--- src/rtl/hdlc_trunc_rx.sv ---
module hdlc_trunc_rx (
  input  logic       clk,
  input  logic       rst_n,
  input  logic       rx_bit,
  input  logic       rx_valid,
  input  logic       trunc_en,
  input  logic [3:0] trunc_cnt,
  input  logic       fcs32_sel,
  output logic [7:0] out_data,
  output logic       out_stb,
  output logic       out_eof,
  output logic       out_fcs_ok,
  output logic       out_abort,
  output logic       out_idle
);
  localparam logic [31:0] POLY32 = 32'hEDB88320;
  localparam logic [15:0] POLY16 = 16'h8408;

  logic [2:0]  ones;
  logic [7:0]  acc;
  logic [2:0]  bcnt;
  logic [31:0] dl;
  logic [2:0]  held;
  logic [4:0]  pcnt;
  logic [31:0] crc;
  logic        in_frame, got_byte;

  function automatic logic [31:0] crc_step(input logic [31:0] c, input logic [7:0] d, input logic w32);
    logic [31:0] r;
    logic [15:0] s;
    r = c;
    s = c[15:0];
    for (int i = 0; i < 8; i++) begin
      if (w32) r = (r[0] ^ d[i]) ? ((r >> 1) ^ POLY32) : (r >> 1);
      else     s = (s[0] ^ d[i]) ? ((s >> 1) ^ POLY16) : (s >> 1);
    end
    return w32 ? r : {16'h0, s};
  endfunction

  wire [2:0]  depth     = fcs32_sel ? 3'd4 : 3'd2;
  wire [4:0]  lim       = (trunc_cnt == 4'd0) ? 5'd16 : {1'b0, trunc_cnt};
  wire        is_flag   = rx_valid && !rx_bit && ones == 3'd6;
  wire        is_abort  = rx_valid &&  rx_bit && ones == 3'd6;
  wire        is_stuff  = rx_valid && !rx_bit && ones == 3'd5;
  wire        is_data   = rx_valid && in_frame && !is_abort && !is_flag && !is_stuff;
  wire        byte_done = is_data && bcnt == 3'd7;
  wire [7:0]  new_byte  = {rx_bit, acc[7:1]};
  wire        pop       = byte_done && held == depth;
  wire [7:0]  pop_byte  = fcs32_sel ? dl[7:0] : dl[23:16];
  wire        crc_upd   = pop && (!trunc_en || pcnt < lim);
  wire [31:0] fcs_rx    = fcs32_sel ? dl : {16'h0, dl[31:16]};
  wire [31:0] fcs_exp   = fcs32_sel ? ~crc : {16'h0, ~crc[15:0]};
  wire        good      = bcnt == 3'd7 && held == depth && fcs_rx == fcs_exp;
  wire [31:0] crc_init  = fcs32_sel ? 32'hFFFFFFFF : 32'h0000FFFF;

  assign out_idle = !in_frame || !got_byte;

  always_ff @(posedge clk) begin
    if (!rst_n) begin
      ones <= '0; acc <= '0; bcnt <= '0; dl <= '0; held <= '0; pcnt <= '0;
      crc <= '0; in_frame <= 1'b0; got_byte <= 1'b0;
      out_data <= '0; out_stb <= 1'b0; out_eof <= 1'b0;
      out_fcs_ok <= 1'b0; out_abort <= 1'b0;
    end else begin
      out_stb <= 1'b0; out_eof <= 1'b0; out_fcs_ok <= 1'b0; out_abort <= 1'b0;
      if (rx_valid) ones <= rx_bit ? ((ones == 3'd7) ? 3'd7 : ones + 3'd1) : 3'd0;
      if (is_abort) begin
        if (in_frame) out_abort <= 1'b1;
        in_frame <= 1'b0;
        got_byte <= 1'b0;
      end else if (is_flag) begin
        if (in_frame && got_byte) begin
          out_eof    <= 1'b1;
          out_fcs_ok <= good;
        end
        in_frame <= 1'b1; got_byte <= 1'b0;
        bcnt <= '0; held <= '0; pcnt <= '0; dl <= '0;
        crc <= crc_init;
      end else if (is_data) begin
        acc  <= new_byte;
        bcnt <= bcnt + 3'd1;
        if (byte_done) begin
          got_byte <= 1'b1;
          dl <= {new_byte, dl[31:8]};
          if (pop) begin
            out_data <= pop_byte;
            out_stb  <= 1'b1;
            if (pcnt != 5'd31) pcnt <= pcnt + 5'd1;
            if (crc_upd) crc <= crc_step(crc, pop_byte, fcs32_sel);
          end else begin
            held <= held + 3'd1;
          end
        end
      end
    end
  end

  a_r3_stb_not_eof: assert property (@(posedge clk) disable iff (!rst_n) !(out_stb && out_eof));
  a_r6_ok_with_eof: assert property (@(posedge clk) disable iff (!rst_n) out_fcs_ok |-> out_eof);
  a_r10_abort_no_eof: assert property (@(posedge clk) disable iff (!rst_n) out_abort |-> !out_eof);
  a_r10_abort_idle: assert property (@(posedge clk) disable iff (!rst_n) out_abort |-> out_idle);
  a_r2_stuff_no_byte: assert property (@(posedge clk) disable iff (!rst_n) is_stuff |=> !out_stb);
  a_r3_holdback_bound: assert property (@(posedge clk) disable iff (!rst_n) held <= depth);
endmodule

--- config.mk ---
export PLATFORM = sky130hd
export DESIGN_NAME = hdlc_trunc_rx
export DESIGN_NICKNAME = d
export VERILOG_FILES = /design/src/rtl/hdlc_trunc_rx.sv
export SDC_FILE = /design/constraint.sdc
export NUM_CORES = 1
export LEC_CHECK = 0
export BUFFER_PORTS_ARGS = -buffer_cell sky130_fd_sc_hd__buf_2
export CAP_MARGIN = 20
export CORE_UTILIZATION = 35
export DETAILED_ROUTE_END_ITERATION = 7
export PLACE_DENSITY = 0.61
export SLEW_MARGIN = 20
export SYNTH_ARGS = -nofsm -noshare
export SYNTH_HDL_FRONTEND = slang
export SYNTH_SLANG_ARGS = --single-unit
--- constraint.sdc ---
create_clock -name clk -period 5.12 [get_ports clk]
set_clock_uncertainty 0.2 [all_clocks]
set_input_delay 0.512 -clock clk [delete_from_list [all_inputs] [get_ports clk]]
set_output_delay 0.512 -clock clk [all_outputs]
set_load 0.005 [all_outputs]
; ---- Word level (Yosys, flattened, before mapping)
; Index checks and enable logic that the tools add are counted.
[word_totals]
reg_bits = 100
in_bits = 10
out_inout_bits = 13
[op_classes]
n_addsub = 4
magnitude_cmp = 1
n_eq_ne = 8
mux = 159
bitwise_logic = 39
reduce_logical = 44
[ops]
columns = cell, count
row1 = $mux 32, 76
row2 = $mux 16, 64
row3 = $not 13->14, 8
row4 = $eq 32x32->1, 1
row5 = $not 32->32, 1
row6 = $mux 5, 6
row7 = $mux 3, 9
row8 = $not 2->3, 8
row9 = $not 16->16, 1
row10 = $logic_and 1x1->1, 15
row11 = $reduce_and 5->1, 3
row12 = $xor 1x1->1, 15
row13 = $eq 3x3->1 const B, 4
row14 = $reduce_bool 2->1, 5
row15 = $add 3x1->3 const B, 3
row16 = $mux 8, 1
row17 = $logic_not 1->1, 7
row18 = $not 1->1, 6
row19 = $reduce_and 2->1, 3
row20 = $reduce_and 3->1, 2
row21 = $reduce_or 3->1, 2
row22 = $add 5x1->5 const B, 1
row23 = $lt 5x5->1, 1
row24 = $ne 5x5->1 const B, 1
row25 = 9 further kinds, 12

; ---- Longest topological paths before layout
; Gate-level depths: netlist (run 1).
[depth]
depth_word = 84
depth_mapped = 10
mapped_depth_nobuf = 9

; ---- Least setup slack after synthesis (run 1)
; OpenSTA, ideal clock, no wires.
[synth_path]
path_type = input-to-reg
start = in fcs32_sel
end = reg crc[20]
t_arrival_ns = 2.418
t_required_ns = 4.792
slack_ns = 2.374
cell_stages = 9
path_cell_list = buf_4 -> inv_2 -> buf_2 -> mux2i_1 -> xnor3_1 -> xnor2_1 -> xnor2_1 -> a221oi_1 -> nor2_1
[synth_via]
elab_chain_len = 77
[synth_rtl]
columns = element, line_no
row1 = "start, declared", 8  ; input logic fcs32_sel,
row2 = $mux 8, 49  ; wire [7:0] pop_byte = fcs32_sel ? dl[7:0] : dl[23:16];
row3 = $xor 1x1->1, 34  ; if (w32) r = (r[0] ^ d[i]) ? ((r >> 1) ^ POLY32) : (r >> 1);
row4 = $mux 32 (2 in series), 34
row5 = $mux 32, 89  ; if (crc_upd) crc <= crc_step(crc, pop_byte, fcs32_sel);
row6 = $mux 32, 85  ; if (pop) begin
row7 = $mux 32, 82  ; if (byte_done) begin
row8 = $mux 32, 79  ; end else if (is_data) begin
row9 = $mux 32, 71  ; end else if (is_flag) begin
row10 = (+60 left out), n/a
row11 = $not 13->14 (no source line), n/a
row12 = $mux 32, 34
row13 = $mux 32, 37  ; return w32 ? r : {16'h0, s};
row14 = $mux 32, 89
row15 = $mux 32, 85
row16 = $mux 32, 82
row17 = $mux 32, 79
row18 = $mux 32, 71
row19 = "end signal, assigned", 78  ; crc <= crc_init;
row20 = "end signal, assigned", 89
row21 = "end, declared", 25  ; logic [31:0] crc;
; Several ways; a longest one is shown, not always the timed one. The select of a mux whose other input is x is not followed.
; A chain may end at the register's enable or synchronous reset.

; ---- Worst setup path in the final report (run 1)
[layout_path]
start = in fcs32_sel
end = reg crc[18]
[layout_via]
elab_chain_len = 75
[layout_rtl]
columns = element
row1 = "parallel branches: the longest is 75 deep, another holds $mux 32"
; Parallel ways; which one is timed is not known. The select of a mux whose other input is x is not followed.

==> flow_metrics.py, run 1 <==
metrics = {
    "status": {
        "status": "completed",
    },
    "cts": {
        "clock_latency_ps": 360,
        "cts_tree": "yes",
        "clock_sinks": 99,
        "cts_hold_buf": 0,
        "clk_path_buf_depth": 2,
        "cts_made_buffers": 9,
        "cts_resized": 0,
        "cts-root-buf": "clkbuf_16",
        "htree_levels": 3,
        "cts.clk_slew.worst_paths_ps": 70,
        "cts_setup_buffers": 0,
    },
    "route": {
        "wl_met2_um": 6980,
        "postRouteWirelength_um": 15000,
        "drtAntennaViolNets": 0,
        "routed-via-count": 4657,
        "detail_route.first_pass.iterations": 5,
        "via_per_inst": 5.37,
        "wl_met3_um": 987,
        "wl_per_cell_um": 17.2,
        "drt-met1-wl_um": 6720,
        "first_iter_violations": 363,
        "drc": 0,
        "highest_layer": "met4",
    },
    "synthesis": {
        "synth-edff-count": 0,
        "syn_avg_cell_area_um2": 8.72,
        "synth_top_area_cell": "dfxtp_1",
        "synth_top_cell_area_share_pct": 34.9,
        "synth-seq-cells": 99,
        "synthTopCellsByArea": "dfxtp_1 35%, xnor2_1 13%, xor2_1 7.1%, a21oi_1 6.8%, nand2_1 4.4%",
        "synth_ff_type": "dfxtp_1",
        "syn_inst": 651,
        "synth_area_um2": 5680,
        "ys_seq_area_share_pct": 34.9,
        "syn_nets": 673,
        "postSynth.asyncResetShare_pct": 0,
        "yosysMostFrequentCell": "dfxtp_1",
        "yosysWarnings": 0,
        "synthDistinctLibCells": 51,
        "synth_commonest_cells": "99 x dfxtp_1, 82 x xnor2_1, 77 x a21oi_1, 67 x nand2_1, 46 x xor2_1",
    },
    "job": {
        "cap_violations": 0,
    },
    "timing": {
        "hold_violations": 0,
        "clock.fmax_mhz": 290,
        "worstMarginPinSlew_ps": 1060,
        "drv_slew": 0,
        "grt_setup_unrepaired": "false",
        "setup_viol": 0,
        "period_share_pct": 67.2,
        "slew_headroom_pct": 29.4,
        "finalCriticalPeriod_ps": 3440,
        "tns_ps": 0,
    },
    "grt": {
        "grt_pass1_vias": 4257,
        "grt_pass1_wl_um": 23900,
        "grt_max_degree": 76,
        "grt-ovfl-total": 0,
        "grtUsageTotal_pct": 19.0,
        "antenna_found_initial": 0,
    },
    "power": {
        "power.density_nw_per_um2": 244,
        "cellLeakagePower_nw": 2.26,
        "vdd_ir_drop_max_v": 0.000157,
    },
    "placed_design": {
        "portBuffers": 22,
        "dpl.hpwl_um": 11000,
        "gp_congestion": 0.923,
    },
    "hold_path": {
        "hp-class": "register to register",
    },
    "critical_path": {
        "endpoint_kind": "register",
        "setup.worst_path.start_class": "input pin",
        "arrival_ps": 3520,
        "critPathMaxFanout": 20,
        "crit_required_ps": 5200,
        "crit_type": "input pin to register",
    },
    "cells_and_area": {
        "final_nets": 668,
        "antenna_cells": 0,
        "post-route-util_pct": 39.2,
        "syn2layout_area_growth_pct": 9.63,
        "drive_gt1_share_pct": 9.52,
    },
    "die": {
        "coreArea_um2": 15900,
        "die_area_um2": 16700,
        "rows": 46,
        "die_h_um": 129,
        "ioPinCount": 23,
        "start_util_pct": 35.7,
        "die_w_um": 129,
    },
}
registers in the layout (all words and copies together), names as in the netlist:
| signal | count |
|---|---|
| crc | 32 |
| dl | 32 |
| out_data | 8 |
| acc | 7 |
| pcnt | 5 |
| bcnt | 3 |
| held | 3 |
| ones | 3 |
| got_byte | 1 |
| in_frame | 1 |
| out_abort | 1 |
| out_eof | 1 |
| out_fcs_ok | 1 |
| out_stb | 1 |
per-stage QoR:
| step | cells | total power, W | hold WS, ps | area, um2 | setup slack (ps) |
|---|---|---|---|---|---|
| floorplan | 651 | 0.000822 | 232 | 5680 | 2370 |
| global placement | 851 | 0.000832 | 244 | 5910 | 1480 |
| detailed placement | 851 | 0.000833 | 245 | 5910 | 1370 |
| CTS | 867 | 0.00154 | 256 | 6220 | 1740 |
| global route | 867 | 0.00157 | 274 | 6220 | 1380 |
| finish | 867 | 0.00152 | 255 | 6220 | 1680 |
report_power, final:
| part | internal [W] | switching [W] |
|---|---|---|
| Clock | 0.000387 | 0.000315 |
| Sequential | 0.000770 | 0.000000774 |
| Combinational | 0.0000132 | 0.0000318 |
| Total | 0.00117 | 0.000348 |
final cells by class:
class | count | area, um2
fillers | 1633 | 9660
repair buffers | 28 | 155
multi-input cells | 497 | 3470
clock buffers | 9 | 225
well taps | 216 | 270
flip-flops and latches | 99 | 1980
inverters | 11 | 41.3
clock inverters | 7 | 82.6
layer usage:
layer  up-vias  GRT usage (%)
met3        18           4.46
met2       161           30.7
met5         -              0
met1      2246           25.3
li1       2232              -
met4         0           5.26
cell families after synthesis:
logic type      count (synthesis)  synth area share [%]
compound gates                131                  14.0
xor+xnor                      139                  23.9
fa+ha+maj                      12                  2.65
buf+inv                        55                  4.06
flops                          99                  34.9
mux                            26                  4.94
simple gates                  189                  15.5
layout by cell type, fill, tap and decap left out, types with 5 or more instances in the layout:
cell,Yosys,final
nand3_1,45,45
a221oi_1,6,6
nand2_1,67,67
ha_1,12,12
clkbuf_16,0,9
buf_4,5,6
inv_1,9,8
a21oi_1,77,77
nor4_1,7,7
a211oi_1,12,12
nor2_1,33,32
mux2i_1,23,23
o21ai_0,11,11
o31ai_1,5,5
xor2_1,46,46
nor3_1,11,11
dfxtp_1,99,99
a32oi_1,5,5
nor2b_1,5,5
xnor2_1,82,82
buf_2,4,22
worst max-delay path, cell delays in order:
cell     delay (ps)
buf_2           250
or3b_1          410
a211o_1         400
nor3b_4         710
nand3_1         460
nor2_2          460
o21ai_0         160
a21oi_1         160
path summary, 6_finish.rpt:
kind | startpoint | end | slack [ps] | cells past startpoint
hold reg to reg | acc[1]$_SDFFE_PN0P_ | dl[24]$_SDFFE_PN0P_ | 260 | 2
setup reg to reg | crc[0]$_SDFFE_PN0P_ | crc[21]$_SDFFE_PN0P_ | 1720 | 7
hold / removal | acc[1]$_SDFFE_PN0P_ | dl[24]$_SDFFE_PN0P_ | 260 | 2
setup / recovery | fcs32_sel | crc[18]$_SDFFE_PN0P_ | 1680 | 8
Note: power is estimated with default switching activity, not from simulation.
==> run 2, diff against run 1 <==
Clock period 5.12 ns to 3.4 ns, I/O delays scaled along.
==> flow_metrics.py, run 2 (synthesis gave the netlist of run 1 again) <==
metrics = {
    "critical_path": {
        "cp-startpoint": "crc[0]$_SDFFE_PN0P_",
        "r2r.worst_path.cells": 8,
        "endpoint_kind": "register",
        "crit_required_ps": 3410,
        "critPathMaxFanout": 7,
        "cp.depth": 8,
        "r2r-start": "crc[0]$_SDFFE_PN0P_",
        "worstPathCellList": "buf_4 > xnor2_1 > mux2i_1 > xnor3_1 > xnor2_1 > xnor2_1 > a221oi_1 > nor2_1",
        "critPathMaxStageDelay_ps": 560,
        "critPathCapture": "crc[23]$_SDFFE_PN0P_",
        "crit_type": "register to register",
        "slowest_stage": "dfxtp_1",
        "setup.worst_path.start_class": "register",
        "crit_family": "XOR/XNOR gates",
        "arrival_ps": 2830,
        "cp_num_buf_inv": 1,
        "path_common_cell": "xnor2_1",
        "r2r_end": "crc[23]$_SDFFE_PN0P_",
        "ff2ff_setup_slack_ps": 580,
    },
    "route": {
        "routed-via-count": 4710,
        "drtAntennaViolNets": 0,
        "via_per_inst": 5.33,
        "wl_per_cell_um": 17.1,
        "postRouteWirelength_um": 15100,
        "detail_route.first_pass.iterations": 5,
        "first_iter_violations": 273,
        "drc": 0,
    },
    "die": {
        "die_area_um2": 16700,
        "rows": 46,
        "die_w_um": 129,
        "coreArea_um2": 15900,
        "start_util_pct": 35.7,
        "ioPinCount": 23,
        "die_h_um": 129,
    },
    "cts": {
        "clock_sinks": 99,
        "cts_resized": 0,
        "cts_hold_buf": 0,
        "cts_tree": "yes",
        "clk_path_buf_depth": 2,
        "cts_setup_buffers": 0,
        "cts-root-buf": "clkbuf_16",
        "cts.clk_slew.worst_paths_ps": 70,
        "clock_latency_ps": 360,
        "htree_levels": 3,
        "cts_made_buffers": 9,
    },
    "job": {
        "cap_violations": 0,
    },
    "timing": {
        "finalCriticalPeriod_ps": 2820,
        "slew_headroom_pct": 47.1,
        "worstMarginPinSlew_ps": 793,
        "clock.fmax_mhz": 355,
        "period_share_pct": 82.9,
        "grt_setup_unrepaired": "false",
        "hold_violations": 0,
        "tns_ps": 0,
        "drv_slew": 0,
        "setup_viol": 0,
    },
    "hold_path": {
        "hp-class": "input pin to register",
    },
    "cells_and_area": {
        "layout_common_cells": "99 x dfxtp_1, 82 x xnor2_1, 77 x a21oi_1",
        "final-instance-count-excl-fill": 883,
        "reg_top3": "crc (32), dl (32), out_data (8)",
        "syn2layout_area_growth_pct": 11.6,
        "final_nets": 685,
        "final_common_cell": "dfxtp_1",
        "nFillCells": 1615,
        "drive_gt1_share_pct": 11.4,
        "post-route-util_pct": 39.9,
        "antenna_cells": 0,
    },
    "placed_design": {
        "gp_congestion": 0.922,
        "portBuffers": 22,
        "placed_cells": 868,
        "dpl.hpwl_um": 11100,
    },
    "grt": {
        "grt_pass1_wl_um": 24200,
        "grt_pass1_vias": 4529,
        "grtUsageTotal_pct": 19.2,
        "antenna_found_initial": 0,
        "grt_max_degree": 75,
        "grt-ovfl-total": 0,
    },
    "power": {
        "cellLeakagePower_nw": 2.34,
        "power.density_nw_per_um2": 357,
        "vdd_ir_drop_max_v": 0.000215,
    },
    "status": {
        "status": "completed",
    },
}
==> run 2: final cells by class <==
class	count	area, um2	share of cell area (%)
multi-input cells	497	3470	54.7
flip-flops and latches	99	1980	31.3
repair buffers	45	283	4.46
well taps	216	270	4.27
clock buffers	12	246	3.89
clock inverters	3	47.5	0.750
inverters	11	41.3	0.652
==> run 2: layer usage <==
layer	vias up	track usage, %	routed length (um)
li1	2262	-	-
met1	2262	25.2	6670
met2	153	29.7	6920
met3	33	4.67	1060
met4	0	8.93	438
met5	-	0	0
==> run 2: worst min-delay path by stage <==
stage	startpoint	end	depth (start not counted)
after floorplan	acc[1]$_SDFFE_PN0P_	dl[24]$_SDFFE_PN0P_	2
after global placement	bcnt[1]$_SDFFE_PN0P_	bcnt[1]$_SDFFE_PN0P_	2
after detailed placement	acc[1]$_SDFFE_PN0P_	dl[24]$_SDFFE_PN0P_	2
after CTS	rx_bit	out_abort$_SDFF_PN0_	3
after global routing	rx_bit	out_abort$_SDFF_PN0_	3
final	rx_bit	out_abort$_SDFF_PN0_	3
==> run 2: report_power, final <==
part | total, W | internal (W) | switching (W)
sequential | 0.00116 | 0.00116 | 0.00000115
combinational | 0.0000729 | 0.0000221 | 0.0000508
clock | 0.00103 | 0.000591 | 0.000437
total | 0.00226 | 0.00177 | 0.000489
==> run 2: metrics by stage <==
step	worst slack, ps	cell area, um2	hold WS (ps)	power [W]
floorplan	826	5680	232	0.00124
global placement	576	6040	247	0.00126
detailed placement	544	6040	247	0.00126
CTS	563	6340	90.6	0.00229
global route	376	6340	115	0.00233
finish	581	6340	98.6	0.00226
==> run 2: worst register-to-register path, cell delays in order, from the launching register on <==
cell and delay, ps:
dfxtp_1 560, buf_4 270, xnor2_1 100, mux2i_1 330
xnor3_1 570, xnor2_1 170, xnor2_1 120, a221oi_1 300
nor2_1 60
==> run 3, diff against run 2 <==
Clock period 3.4 ns to 2.6 ns, I/O delays scaled along.
==> flow_metrics.py, run 3 (synthesis gave the netlist of run 1 again) <==
metrics = {
    "die": {
        "start_util_pct": 35.7,
        "die_h_um": 129,
        "die_w_um": 129,
        "die_area_um2": 16700,
        "ioPinCount": 23,
        "coreArea_um2": 15900,
        "rows": 46,
    },
    "grt": {
        "grt_pass1_vias": 4698,
        "grtUsageTotal_pct": 20.2,
        "grt_pass1_wl_um": 25300,
        "grt_max_degree": 75,
        "grt-ovfl-total": 0,
        "antenna_found_initial": 0,
    },
    "cts": {
        "clock_latency_ps": 360,
        "cts_made_buffers": 9,
        "cts.clk_slew.worst_paths_ps": 70,
        "cts-root-buf": "clkbuf_16",
        "cts_tree": "yes",
        "clk_path_buf_depth": 2,
        "clock_sinks": 99,
        "htree_levels": 3,
    },
    "route": {
        "routed-via-count": 4732,
        "via_per_inst": 5.09,
        "drtAntennaViolNets": 0,
        "first_iter_violations": 341,
        "detail_route.first_pass.iterations": 4,
        "postRouteWirelength_um": 15900,
        "wl_per_cell_um": 17.1,
        "drc": 0,
    },
    "placed_design": {
        "portBuffers": 22,
        "gp_congestion": 0.930,
        "dpl.hpwl_um": 11900,
    },
    "hold_path": {
        "min_to": "ones[0]$_SDFFE_PN0P_",
        "worstHoldStart": "rx_valid",
        "hold_depth": 3,
        "hp-class": "input pin to register",
    },
    "cells_and_area": {
        "final_common_cell": "dfxtp_1",
        "antenna_cells": 0,
        "drive_gt1_share_pct": 19.6,
        "final_nets": 731,
        "syn2layout_area_growth_pct": 20.7,
        "nFillCells": 1555,
        "reg_top3": "crc (32), dl (32), out_data (8)",
        "layout_common_cells": "96 x dfxtp_1, 82 x xnor2_1, 77 x a21oi_1",
    },
    "critical_path": {
        "critPathMaxStageDelay_ps": 520,
        "endpoint_kind": "register",
        "ff2ff_setup_slack_ps": 110,
        "worstPathCellList": "xor3_1 > a21oi_4 > xnor2_4 > xor2_2 > xnor2_1 > or4_4 > nand3_1",
        "setup.worst_path.start_class": "register",
        "slowest_stage": "or4_4",
        "arrival_ps": 2600,
        "critPathMaxFanout": 4,
        "crit_type": "register to register",
        "r2r-start": "crc[6]$_SDFFE_PN0P_",
        "crit_required_ps": 2700,
        "r2r.worst_path.cells": 7,
        "r2r_end": "crc[19]$_SDFFE_PN0P_",
    },
    "timing": {
        "hold_violations": 0,
        "grt_setup_unrepaired": "true",
        "drv_slew": 0,
        "finalCriticalPeriod_ps": 2490,
        "worstMarginPinSlew_ps": 811,
        "fin_hold_ws_ps": 45.7,
        "period_share_pct": 95.9,
        "clock.fmax_mhz": 401,
        "setup_viol": 0,
        "slew_headroom_pct": 45.9,
    },
    "job": {
        "cap_violations": 0,
    },
    "power": {
        "vdd_ir_drop_max_v": 0.000342,
        "cellLeakagePower_nw": 2.58,
        "power_w": 0.00303,
        "power.density_nw_per_um2": 443,
    },
    "status": {
        "status": "completed",
    },
}
run 3: final cells by class:
| cell class | count | area [um2] | area share (%) |
|---|---|---|---|
| Timing Repair Buffer | 91 | 659 | 9.63 |
| Clock inverter | 5 | 66.3 | 0.968 |
| Inverter | 11 | 41.3 | 0.603 |
| Sequential cell | 99 | 1990 | 29.0 |
| Clock buffer | 11 | 243 | 3.54 |
| Tap cell | 216 | 270 | 3.95 |
| Multi-Input combinational cell | 497 | 3580 | 52.3 |
run 3: per-stage QoR:
step / util [%] / worst slack [ps] / instances / TNS, ps / instance area, um2
after floorplan: - / 74.8 / 651 / 0 / 5680
after global placement: 40.2 / -3.74 / 911 / -6.87 / 6390
after detailed placement: 40.2 / -62.5 / 911 / -94.6 / 6390
after CTS: 42.3 / -6.71 / 928 / -6.71 / 6710
after global routing: 43.1 / -49.3 / 930 / -100 / 6850
final: 43.1 / 107 / 930 / 0 / 6850
run 3: timing repair:
action	in CTS	in global routing
pin swaps	0	5
cloned	0	0
buffers inserted	0	2
endpoints found under the hold margin	1	0
endpoints found under the setup margin	4	22
hold buffers	1	0
gates resized for setup	2	22
run 3: where the power goes:
| part | internal [W] | total [W] | switching, W |
|---|---|---|---|
| clock | 0.000787 | 0.00141 | 0.000625 |
| combinational | 0.0000348 | 0.000103 | 0.0000682 |
| sequential | 0.00152 | 0.00152 | 0.00000148 |
| total | 0.00234 | 0.00303 | 0.000695 |
run 3: worst max path at each step:
stage,startpoint,endpoint,depth (start not counted)
6_report,crc[6]$_SDFFE_PN0P_,crc[19]$_SDFFE_PN0P_,7
3_5_place_dp,crc[0]$_SDFFE_PN0P_,crc[23]$_SDFFE_PN0P_,7
5_1_grt,bcnt[0]$_SDFFE_PN0P_,crc[18]$_SDFFE_PN0P_,9
4_1_cts,crc[6]$_SDFFE_PN0P_,crc[19]$_SDFFE_PN0P_,7
2_1_floorplan,held[1]$_SDFFE_PN0P_,crc[19]$_SDFFE_PN0P_,7
3_3_place_gp,crc[0]$_SDFFE_PN0P_,crc[23]$_SDFFE_PN0P_,7
run 3: critical path: cells and delay by family (launching register included):
family | cells | cell delay [ps]
DFF | 1 | 370
AOI/OAI and AO/OA | 1 | 220
and+or+nand+nor | 2 | 610
xor gates and xnor gates | 4 | 1030
run 3: per-layer routing:
layer	up-vias	GRT usage (%)	share of wire [%]	wire (um)
met2	108	34.2	48	7650
li1	2352	-	-	-
met5	-	0	0	0
met4	0	7.34	2.2	350
met3	23	3.39	4.5	719
met1	2249	25.7	45	7160
